===== src/rtl/irq_pkg.sv =====
package irq_pkg;
  localparam int N_SRC_DEF = 15;
  localparam int LVL_W     = 3;
  localparam int VEC_W_DEF = 8;
  localparam logic [LVL_W-1:0] INT_LVL  = 3'd4;
  localparam logic [LVL_W-1:0] LVL_NONE = 3'd0;
endpackage


===== src/rtl/irq_ext_decode.sv =====
module irq_ext_decode
  import irq_pkg::*;
(
  input  logic             mode_ded,
  input  logic [LVL_W-1:0] ext_lvl_n,
  input  logic [2:0]       ext_pins_n,
  output logic [LVL_W-1:0] ext_lvl
);
  logic [LVL_W-1:0] enc_lvl;

  always_comb begin
    enc_lvl = ~ext_lvl_n;
    if (enc_lvl == INT_LVL) enc_lvl = LVL_NONE;
  end

  always_comb begin
    if (mode_ded) begin
      if (!ext_pins_n[2])      ext_lvl = 3'd7;
      else if (!ext_pins_n[1]) ext_lvl = 3'd6;
      else if (!ext_pins_n[0]) ext_lvl = 3'd1;
      else                     ext_lvl = LVL_NONE;
    end else begin
      ext_lvl = enc_lvl;
    end
  end
endmodule


===== src/rtl/irq_pend_bank.sv =====
module irq_pend_bank #(
  parameter int N = 15
) (
  input  logic         clk,
  input  logic         rst_n,
  input  logic [N-1:0] set_i,
  input  logic [N-1:0] clr_i,
  output logic [N-1:0] pend_q
);
  logic [N-1:0] pend_d;
  logic         upd_en;

  always_comb begin
    upd_en = (|set_i) | (|clr_i);
    pend_d = (pend_q & ~clr_i) | set_i;
  end

  always_ff @(posedge clk or negedge rst_n) begin
    if (!rst_n)      pend_q <= '0;
    else if (upd_en) pend_q <= pend_d;
  end
endmodule


===== src/rtl/irq_chain_pick.sv =====
module irq_chain_pick #(
  parameter int N     = 15,
  parameter int IDX_W = 5
) (
  input  logic [N-1:0]     req,
  output logic             any,
  output logic [N-1:0]     oh,
  output logic [IDX_W-1:0] idx
);
  logic [N:0] above;

  assign above[0] = 1'b0;
  generate
    for (genvar g = 0; g < N; g++) begin : g_chain
      assign oh[g]      = req[g] & ~above[g];
      assign above[g+1] = above[g] | req[g];
    end
  endgenerate
  assign any = above[N];

  always_comb begin
    idx = '0;
    for (int i = N - 1; i >= 0; i--) begin
      if (req[i]) idx = IDX_W'(i);
    end
  end
endmodule


===== src/rtl/irq_merge.sv =====
module irq_merge
  import irq_pkg::*;
#(
  parameter int N_SRC  = N_SRC_DEF,
  parameter int VEC_W  = VEC_W_DEF,
  localparam int IDX_W  = 5,
  localparam int BASE_W = VEC_W - IDX_W
) (
  input  logic              clk,
  input  logic              rst_n,
  input  logic              mode_ded,
  input  logic [2:0]        ext_lvl_n,
  input  logic [2:0]        ext_pins_n,
  input  logic [N_SRC-1:0]  src_evt,
  input  logic [N_SRC-1:0]  mask_en,
  input  logic [BASE_W-1:0] vec_base,
  input  logic              iack_valid,
  input  logic [2:0]        iack_lvl,
  output logic [2:0]        ipl_n,
  output logic              vec_valid,
  output logic [VEC_W-1:0]  vec_out
);
  logic [LVL_W-1:0] ext_lvl;
  logic [LVL_W-1:0] win_lvl;
  logic [N_SRC-1:0] pend_q;
  logic [N_SRC-1:0] act;
  logic [N_SRC-1:0] pick_oh;
  logic [N_SRC-1:0] clr_vec;
  logic [IDX_W-1:0] pick_idx;
  logic             any_act;
  logic             ack_hit;

  irq_ext_decode u_dec (
    .mode_ded   (mode_ded),
    .ext_lvl_n  (ext_lvl_n),
    .ext_pins_n (ext_pins_n),
    .ext_lvl    (ext_lvl)
  );

  irq_pend_bank #(.N(N_SRC)) u_pend (
    .clk    (clk),
    .rst_n  (rst_n),
    .set_i  (src_evt),
    .clr_i  (clr_vec),
    .pend_q (pend_q)
  );

  assign act = pend_q & mask_en;

  irq_chain_pick #(.N(N_SRC), .IDX_W(IDX_W)) u_pick (
    .req (act),
    .any (any_act),
    .oh  (pick_oh),
    .idx (pick_idx)
  );

  always_comb begin
    if (any_act && (ext_lvl < INT_LVL)) win_lvl = INT_LVL;
    else                                win_lvl = ext_lvl;
    ipl_n = ~win_lvl;
  end

  always_comb begin
    ack_hit   = iack_valid && (iack_lvl == INT_LVL) && any_act;
    vec_valid = ack_hit;
    vec_out   = ack_hit ? {vec_base, pick_idx} : '0;
    clr_vec   = ack_hit ? pick_oh : '0;
  end
endmodule


===== config.mk =====
export PLATFORM = sky130hd
export DESIGN_NAME = irq_merge
export DESIGN_NICKNAME = d
export VERILOG_FILES = /design/src/rtl/irq_pkg.sv /design/src/rtl/irq_ext_decode.sv /design/src/rtl/irq_pend_bank.sv /design/src/rtl/irq_chain_pick.sv /design/src/rtl/irq_merge.sv
export SDC_FILE = /design/constraint.sdc
export NUM_CORES = 1
export LEC_CHECK = 0
export BUFFER_PORTS_ARGS = -buffer_cell sky130_fd_sc_hd__buf_2
export CORE_MARGIN = 2
export CORE_UTILIZATION = 46
export DETAILED_ROUTE_END_ITERATION = 6
export GPL_TIMING_DRIVEN = 0
export PLACE_DENSITY = 0.95
export RECOVER_POWER = 100
export SKIP_LAST_GASP = 1
export SYNTH_ARGS = -nofsm -noshare
export SYNTH_HDL_FRONTEND = slang
export SYNTH_SLANG_ARGS = --single-unit

===== constraint.sdc =====
create_clock -name clk -period 4.6 [get_ports clk]
set_clock_uncertainty 0.2 [all_clocks]
set_input_delay 0 -clock clk [delete_from_list [all_inputs] [get_ports clk]]
set_output_delay 0 -clock clk [all_outputs]
set_load 0.01 [all_outputs]

==> impl_metrics.tcl, run 1 <==
set metrics [dict create \
    gate_count_post_synth 109 \
    hold_viol 0 \
    worst_setup_hold_path_clk_slew_ns 0.09 \
    finalWeightedCongestion 0.768 \
    ys_types 32 \
    totalWireLength_mm 3.09 \
    vdd_ir_drop_max_mv 0.196 \
    route.antenna.remaining_nets 0 \
    yosys_register_bits 15 \
    ys.warnings.count 0 \
    clock-root-buffer "sky130_fd_sc_hd__clkbuf_4" \
    finalWorstPathRequiredPeriod_ns 2.83 \
    timing_worst_slew_pin_value_ns 0.677 \
    finalNetCount 248 \
    grt_start_max_net_pins 16 \
    cts_resized 0 \
    first_pass_grt_wire_length_mm 5.14 \
    fin_setup_tns_ns 0 \
    worst-endpoint-arrival_ns 2.80 \
    grt.overflow.total 0 \
    die_height_um 49.8 \
    synthTopCellsByArea "sky130_fd_sc_hd__dfrtp_1, sky130_fd_sc_hd__a21o_1, sky130_fd_sc_hd__nand2_1, sky130_fd_sc_hd__nand4_1, sky130_fd_sc_hd__nand3_1" \
    period_share_pct 61.6 \
    sequential_share_of_the_synthesized_area_pct 38.9 \
    firstDrtPassIters 4 \
    first_global_vias 1256 \
    relative_area_change_from_synthesis_to_final_layout_pct 65.4 \
    layout.cells.most_common "sky130_fd_sc_hd__buf_2" \
    initial_core_util_pct 49.2 \
    power_per_cell_area_nw_per_um2 169 \
    drt_iter0_drc 45 \
    slew_violations 0 \
    synthesized_cell_area_um2 966 \
    layout.cells.most_common_list "sky130_fd_sc_hd__buf_2, sky130_fd_sc_hd__dlygate4sd3_1, sky130_fd_sc_hd__nand2_1, sky130_fd_sc_hd__dfrtp_1, sky130_fd_sc_hd__a21o_1" \
    yosysTopAreaCell "sky130_fd_sc_hd__dfrtp_1" \
    critical_path.endpoint_type "register" \
    crit_path_required_time_ns 4.57 \
    start_kind "register" \
    cap_viol_max_count 0 \
    antenna_found_initial 0 \
    bufs_on_longest_clock_path 2 \
    cts.htree.levels 1 \
    placement_rows 16 \
    rsz0062_at_grt "no" \
    top_level_ports 58 \
    synth.avg_cell_area_um2 8.86 \
    dpl.hpwl_mm 2.14 \
    largest_register_ffs 15 \
    outcome "completed" \
    area_share_of_the_largest_cell_type_after_synthesis_pct 38.9 \
    routed-via-count 1266 \
    worst-path-max-fanout 5 \
    largestRegisters "u_pend.pend_q (15)" \
    fin_hold_ws_ns 0.139 \
    core_region_area_um2 1960 \
    mappedNetlistNets 155 \
    finalSetupViolCount 0 \
    drc 0 \
    maxClockFrequency_mhz 353 \
    p_leak_nw 0.657 \
    cts_num_sinks 15 \
    largest_register "u_pend.pend_q" \
    slew_headroom_pct 54.7 \
    port-buffer-count 56 \
    setup_cp_type "register to register" \
    die_w_um 49.8 \
    hp-class "primary input to output port" \
    design.die.area_um2 2480 \
    clkLatencyLatePin_ns 0.28 \
    per_cell_via_count_in_the_routed_design 5.55 \
    track_usage_pct 27.1 \
    routed_wire_length_per_instance_um 13.5 \
    final_util_pct 81.4 \
    tritoncts_buffers 3 \
    antenna-diode-count 0 \
    layout-drive-gt1-share_pct 27.9 \
    cts_tree "done" \
]
-- logic make-up after synthesis --
kind of cell           share of synthesized area, %
and+or+nand+nor                                29.7
DFF                                            38.9
AOI/OAI and AO/OA                              27.8
buffers and inverters                          3.24
other                                         0.388
-- layout make-up --
class,count,area (µm²)
clock buffer,4,26.3
fill,146,364
multi-input combinational,87,541
tap,27,33.8
inverter,5,18.8
timing repair buffer,88,592
sequential,15,375
buffer,2,11.3
-- critical path: stages (launching register included) --
cell and delay (ns):
sky130_fd_sc_hd__dfrtp_1 0.41, sky130_fd_sc_hd__a222oi_1 0.56, sky130_fd_sc_hd__nand3_2 0.16, sky130_fd_sc_hd__nor3_1 0.46, sky130_fd_sc_hd__nand4b_1 0.17, sky130_fd_sc_hd__a21o_1 0.21
sky130_fd_sc_hd__dlygate4sd3_1 0.54
-- power by group --
part / switching (mW) / internal (mW) / leakage [nW] / total [mW]
Sequential: 0.000368 / 0.132 / 0.132 / 0.133
Combinational: 0.0292 / 0.0335 / 0.511 / 0.0627
Clock: 0.0410 / 0.0337 / 0.0150 / 0.0747
-- routing by layer --
layer  GRT usage [%]  wire, µm
met5               0         0
met4            12.5        51
met3            4.85       240
met2            50.2      1580
met1            29.4      1220
-- metrics by stage --
| step | std cells | power, mW | instance area [µm²] | setup WS [ns] |
|---|---|---|---|---|
| 2_1_floorplan | 109 | 0.154 | 966 | 2.71 |
| 3_3_place_gp | 192 | 0.183 | 1280 | 2.59 |
| 3_5_place_dp | 192 | 0.185 | 1280 | 2.53 |
| 4_1_cts | 228 | 0.271 | 1630 | 1.98 |
| 5_1_grt | 228 | 0.287 | 1600 | 1.66 |
| 6_report | 228 | 0.270 | 1600 | 1.77 |
-- cell usage after synthesis, drive strengths merged --
cell type,n
and3,5
nand3,8
a21o,14
a211oi,2
a21oi,3
nor3,3
o221ai,1
o21ai,2
a21boi,1
nand4b,1
buf,2
a32oi,2
a31oi,1
nand4,7
and4bb,1
a41oi,1
and2,4
a22oi,4
o211ai,2
nand2,16
inv,5
o22a,1
dfrtp,15
conb,1
nor2,3
nand3b,2
a222oi,2
-- path summary, 6_finish.rpt --
check | to | cells past startpoint | slack [ns] | startpoint
hold / removal | vec_out[7] | 3 | 0.14 | vec_base[2]
setup / recovery | u_pend.pend_q[11] | 6 | 1.77 | u_pend.pend_q[3]
max in group asynchronous | u_pend.pend_q[0] | 3 | 3.14 | rst_n
hold reg to reg | u_pend.pend_q[0] | 2 | 0.82 | u_pend.pend_q[0]
setup reg to reg | u_pend.pend_q[11] | 6 | 1.77 | u_pend.pend_q[3]
min in group asynchronous | u_pend.pend_q[9] | 3 | 0.62 | rst_n
-- what timing repair did --
item                                   in CTS  in global routing
hold buffers                               32                  0
endpoints found under the hold margin      30                  0
buffers inserted                            0                  0
Power figures use the tool's default switching activity.
==> run 2: changes to the inputs <==
- CORE_UTILIZATION: 46 -> 42
- PLACE_DENSITY: 0.95 -> 0.89
- clock period: 4.6 -> 3 ns (I/O delays scaled with it)
==> run 2 against run 1 <==
Effect of this change: first-iteration DRC count is 18% lower; sequential cell count stayed put; register-to-register slack worse by 1.3 ns; wire length fell by 5.9%; sequential power grew 53%; cell area up 1.2%; sequential share of layout area fell by 0.27 points; combinational power up 52%; fmax rose by 10%; global-route usage shrank 4.2 points; hold slack worse by 0.0045 ns; largest power group unchanged.
==> impl_metrics.tcl, run 2 (synthesis results as in run 1) <==
set metrics [dict create \
    clock-root-buffer "sky130_fd_sc_hd__clkbuf_4" \
    finalWorstPathRequiredPeriod_ns 2.58 \
    cpMaxStageDelayCell "sky130_fd_sc_hd__a222oi_1" \
    antenna-diode-count 0 \
    critical_path.endpoint_type "register" \
    cts_num_sinks 15 \
    clkLatencyLatePin_ns 0.28 \
    start_kind "register" \
    vdd_ir_drop_max_mv 0.203 \
    rr_worst_depth 6 \
    die_w_um 52.0 \
    totalWireLength_mm 2.91 \
    cts_tree "done" \
    core_region_area_um2 2190 \
    top_level_ports 58 \
    first_global_vias 1178 \
    finalNonFillerCells 229 \
    relative_area_change_from_synthesis_to_final_layout_pct 67.4 \
    placement_rows 17 \
    timing_worst_slew_pin_value_ns 0.692 \
    design.die.area_um2 2700 \
    finalWeightedCongestion 0.762 \
    drc 0 \
    layout-drive-gt1-share_pct 28.9 \
    cts_resized 0 \
    worst-endpoint-arrival_ns 2.55 \
    antenna_found_initial 0 \
    firstDrtPassIters 4 \
    finalSetupViolCount 0 \
    crit_path_required_time_ns 2.97 \
    layout.cells.most_common "sky130_fd_sc_hd__buf_2" \
    rsz0062_at_grt "no" \
    p_leak_nw 0.669 \
    layout.cells.most_common_list "sky130_fd_sc_hd__buf_2, sky130_fd_sc_hd__dlygate4sd3_1, sky130_fd_sc_hd__nand2_1, sky130_fd_sc_hd__dfrtp_1, sky130_fd_sc_hd__a21o_1" \
    worst-path-max-fanout 5 \
    route.antenna.remaining_nets 0 \
    routed-via-count 1259 \
    place.detailed.instances 193 \
    grt_start_max_net_pins 16 \
    tritoncts_buffers 3 \
    largestRegisters "u_pend.pend_q (15)" \
    cts.htree.levels 1 \
    outcome "completed" \
    maxClockFrequency_mhz 388 \
    track_usage_pct 22.9 \
    path_cells "a222oi_1, nand3_2, nor3_4, nand3_1, a21o_1, dlygate4sd3_1" \
    first_pass_grt_wire_length_mm 4.74 \
    bufs_on_longest_clock_path 2 \
    grt.overflow.total 0 \
    cap_viol_max_count 0 \
    hold-path-cell-count 3 \
    setup_cp_type "register to register" \
    die_height_um 52.0 \
    hp-class "primary input to output port" \
    power_per_cell_area_nw_per_um2 257 \
    final_util_pct 73.8 \
    period_share_pct 85.9 \
    finalNetCount 248 \
    hold_viol 0 \
    initial_core_util_pct 44.1 \
    slew_violations 0 \
    fin_setup_tns_ns 0 \
    per_cell_via_count_in_the_routed_design 5.50 \
    dpl.hpwl_mm 2.06 \
    worst_setup_hold_path_clk_slew_ns 0.09 \
    largest_register_ffs 15 \
    largest_register "u_pend.pend_q" \
    drt_iter0_drc 37 \
    routed_wire_length_per_instance_um 12.7 \
    port-buffer-count 56 \
    critical-path-max-stage-delay_ns 0.57 \
    slew_headroom_pct 53.7 \
]
-- run 2: cell count changes in the layout (fill, tap and decap cells not counted), sizes merged --
cell,before,now
clkbuf,12,13
buf,50,49
-- run 2: layout make-up --
cell class	instances	area, µm²
inverters	5	18.8
fillers	170	574
multi-input cells	87	559
plain buffers	2	12.5
repair buffers	88	589
flip-flops and latches	15	375
clock buffers	4	26.3
well taps	28	35.0
-- run 2: path summary, 6_finish.rpt --
kind                             startpoint                end  slack (ns)
setup reg to reg           u_pend.pend_q[3]  u_pend.pend_q[10]        0.42
min in group asynchronous             rst_n  u_pend.pend_q[11]        0.64
max in group asynchronous             rst_n   u_pend.pend_q[7]        1.53
setup / recovery           u_pend.pend_q[3]  u_pend.pend_q[10]        0.42
hold / removal                     mode_ded           ipl_n[1]        0.13
hold reg to reg            u_pend.pend_q[0]   u_pend.pend_q[0]        0.82
-- run 2: repair_timing --
action                                 in CTS  in global routing
setup buffers                               0                  0
hold buffers                               32                  0
endpoints found under the hold margin      30                  0
-- run 2: metrics by stage --
| stage | setup slack, ns | power (mW) | instance area, µm² | hold slack (ns) |
|---|---|---|---|---|
| 2_1_floorplan | 1.11 | 0.237 | 966 | -0.496 |
| 3_3_place_gp | 0.999 | 0.281 | 1280 | -0.286 |
| 3_5_place_dp | 0.957 | 0.284 | 1280 | -0.277 |
| 4_1_cts | 0.432 | 0.417 | 1630 | 0.112 |
| 5_1_grt | 0.247 | 0.433 | 1620 | 0.134 |
| 6_report | 0.424 | 0.415 | 1620 | 0.134 |
-- run 2: worst max-delay path: cells and delay by family (launching register included) --
family | cells | cell delay (ns)
and+or+nand+nor | 3 | 0.53
DFF | 1 | 0.40
buffers and inverters | 1 | 0.56
AOI/OAI and AO/OA | 2 | 0.77
-- run 2: power breakdown --
| group | internal [mW] | switching (mW) | leakage (nW) |
|---|---|---|---|
| combinational | 0.0513 | 0.0438 | 0.522 |
| sequential | 0.203 | 0.000485 | 0.132 |
| clock | 0.0517 | 0.0647 | 0.0150 |
-- run 2: metal layers --
layer,GRT usage [%],up-vias,share of wire (%)
met2,44.1,74,50
li1,-,603,-
met3,2.30,5,8.9
met4,5.26,0,1.3
met1,26.8,577,40
met5,0,-,0
==> run 3: changes to the inputs <==
- CORE_UTILIZATION: 42 -> 40
- PLACE_DENSITY: 0.89 -> 0.86
==> run 3 against run 2 <==
Effect of this change: non-clock buffer count did not move; utilization fell by 2.4 points; first-iteration DRC count rose by 8.1%; sequential power barely moved; die area rose by 4.6%; clock power barely moved; final cell count did not move; via count rose by 0.16%; hold slack barely moved; critical path depth did not move; critical path type unchanged; critical endpoint is now u_pend.pend_q[3]; largest cell class unchanged; highest routed layer unchanged.
==> impl_metrics.tcl, run 3 (synthesis results as in run 1) <==
set metrics [dict create \
    slew_headroom_pct 51.7 \
    worst-path-max-fanout 10 \
    grt.overflow.total 0 \
    tritoncts_buffers 3 \
    slew_violations 0 \
    die_height_um 53.1 \
    hold-path-cell-count 3 \
    firstDrtPassIters 4 \
    vdd_ir_drop_max_mv 0.321 \
    p_leak_nw 0.654 \
    p_seq_share_pct 49.2 \
    layout-drive-gt1-share_pct 28.4 \
    p_sw_uw 108 \
    port-buffer-count 56 \
    switching_share_pct 26.1 \
    start_kind "register" \
    antenna_found_initial 0 \
    drt_iter0_drc 40 \
    initial_core_util_pct 42.8 \
    maxClockFrequency_mhz 370 \
    cts_tree "done" \
    worst-endpoint-arrival_ns 2.73 \
    grt_start_max_net_pins 16 \
    antenna-diode-count 0 \
    filler_cell_count 182 \
    first_global_vias 1228 \
    routed_wire_length_per_instance_um 13.2 \
    timing_worst_slew_pin_value_ns 0.722 \
    routed-via-count 1261 \
    drc 0 \
    design.die.area_um2 2820 \
    multiInputGateArea_um2 553 \
    post_cts.repair.setup_buffers 0 \
    per_cell_via_count_in_the_routed_design 5.51 \
    finalNonFillerCells 229 \
    power_per_cell_area_nw_per_um2 257 \
    finalWorstPathRequiredPeriod_ns 2.70 \
    first_pass_grt_wire_length_mm 4.82 \
    cap_viol_max_count 0 \
    core_region_area_um2 2250 \
    clkLatencyLatePin_ns 0.29 \
    critical_path.endpoint_type "register" \
    cell_internal_pwr_uw 306 \
    hold_viol 0 \
    cts.htree.levels 1 \
    relative_area_change_from_synthesis_to_final_layout_pct 66.7 \
    fin_setup_tns_ns 0 \
    holdCritStartpoint "mode_ded" \
    clkPwrFrac_pct 27.8 \
    placement_rows 17 \
    worstHoldEndpoint "ipl_n[1]" \
    layout.cells.most_common "sky130_fd_sc_hd__buf_2" \
    largest_register "u_pend.pend_q" \
    reg2reg_from "u_pend.pend_q[8]" \
    hp-class "primary input to output port" \
    outcome "completed" \
    crit_path_required_time_ns 3.03 \
    preCtsSetupSlack_ns 0.943 \
    final_util_pct 71.4 \
    track_usage_pct 23.5 \
    route.antenna.remaining_nets 0 \
    worst_setup_hold_path_clk_slew_ns 0.09 \
    cts_num_sinks 15 \
    rr_worst_depth 6 \
    period_share_pct 90.0 \
    bufs_on_longest_clock_path 2 \
    rr_endpoint "u_pend.pend_q[3]" \
    finalNetCount 248 \
    rsz0062_at_grt "no" \
    layout.cells.most_common_list "sky130_fd_sc_hd__buf_2, sky130_fd_sc_hd__dlygate4sd3_1, sky130_fd_sc_hd__nand2_1, sky130_fd_sc_hd__dfrtp_1, sky130_fd_sc_hd__a21o_1" \
    largestRegisters "u_pend.pend_q (15)" \
    setup_cp_type "register to register" \
    finalWeightedCongestion 0.780 \
    clock-root-buffer "sky130_fd_sc_hd__clkbuf_4" \
    fin_ws_ns 0.300 \
    worst-r2r-setup-slack_ns 0.30 \
    place.detailed.instances 193 \
    seq_area_um2 375 \
    top_level_ports 58 \
    totalWireLength_mm 3.03 \
    largest_register_ffs 15 \
    combPwrFrac_pct 23.1 \
    dpl.hpwl_mm 2.00 \
    die_w_um 53.1 \
    finalSetupViolCount 0 \
]
[run 3: changes by cell type in the layout (fill, tap and decap cells not counted)]
cell / change
sky130_fd_sc_hd__nand4_2: -1
sky130_fd_sc_hd__nand4_1: +1
[run 3: worst max path at each step]
stage,startpoint,endpoint,slack (ns),cells after the start
after floorplan,u_pend.pend_q[3],u_pend.pend_q[11],1.11,5
after global placement,u_pend.pend_q[12],ipl_n[1],0.99,6
after detailed placement,u_pend.pend_q[8],ipl_n[1],0.94,6
after CTS,u_pend.pend_q[12],u_pend.pend_q[3],0.44,6
after global routing,u_pend.pend_q[12],u_pend.pend_q[3],0.13,6
final,u_pend.pend_q[8],u_pend.pend_q[3],0.30,6
[run 3: area by class of cell]
class	instances	area share, %
Clock buffer	4	1.63
Tap cell	28	2.18
Timing Repair Buffer	88	36.6
Inverter	5	1.17
Buffer	2	0.777
Sequential cell	15	23.3
Multi-Input combinational cell	87	34.3
[run 3: metrics by stage]
step                hold slack, ns  power (mW)  area, µm²
finish                       0.135       0.413       1610
global route                 0.151       0.435       1610
CTS                          0.115       0.416       1630
detailed placement          -0.279       0.284       1280
global placement            -0.285       0.281       1280
floorplan                   -0.496       0.237        966
[run 3: critical path, cell delays in order (launching register included)]
cell                            delay [ns]
sky130_fd_sc_hd__dfrtp_1              0.41
sky130_fd_sc_hd__a22oi_1              0.39
sky130_fd_sc_hd__and3_1               0.32
sky130_fd_sc_hd__nand4_1              0.36
sky130_fd_sc_hd__nand3_1              0.26
sky130_fd_sc_hd__o22a_2               0.16
sky130_fd_sc_hd__dlygate4sd3_1        0.55
[run 3: power by group through the flow]
stage	sequential, mW	clock, mW	combinational, mW
final	0.203	0.115	0.0954
after global placement	0.207	0	0.0743
after floorplan	0.207	0	0.0294
after detailed placement	0.207	0	0.0771
after global routing	0.203	0.127	0.105
after CTS	0.203	0.118	0.0950
[run 3: routing by layer]
layer  routed length (µm)  GRT usage, %  part of all wire (%)
met3                  234          1.98                   7.7
met5                    0             0                     0
met2                 1550          47.9                    51
met1                 1150          23.4                    38
met4                   96          10.3                   3.2
[run 3: repair_timing]
item | in CTS | in global routing
gates resized for setup | 0 | 0
endpoints found under the hold margin | 30 | 0
endpoints found under the setup margin | 0 | 0
hold buffers | 32 | 0
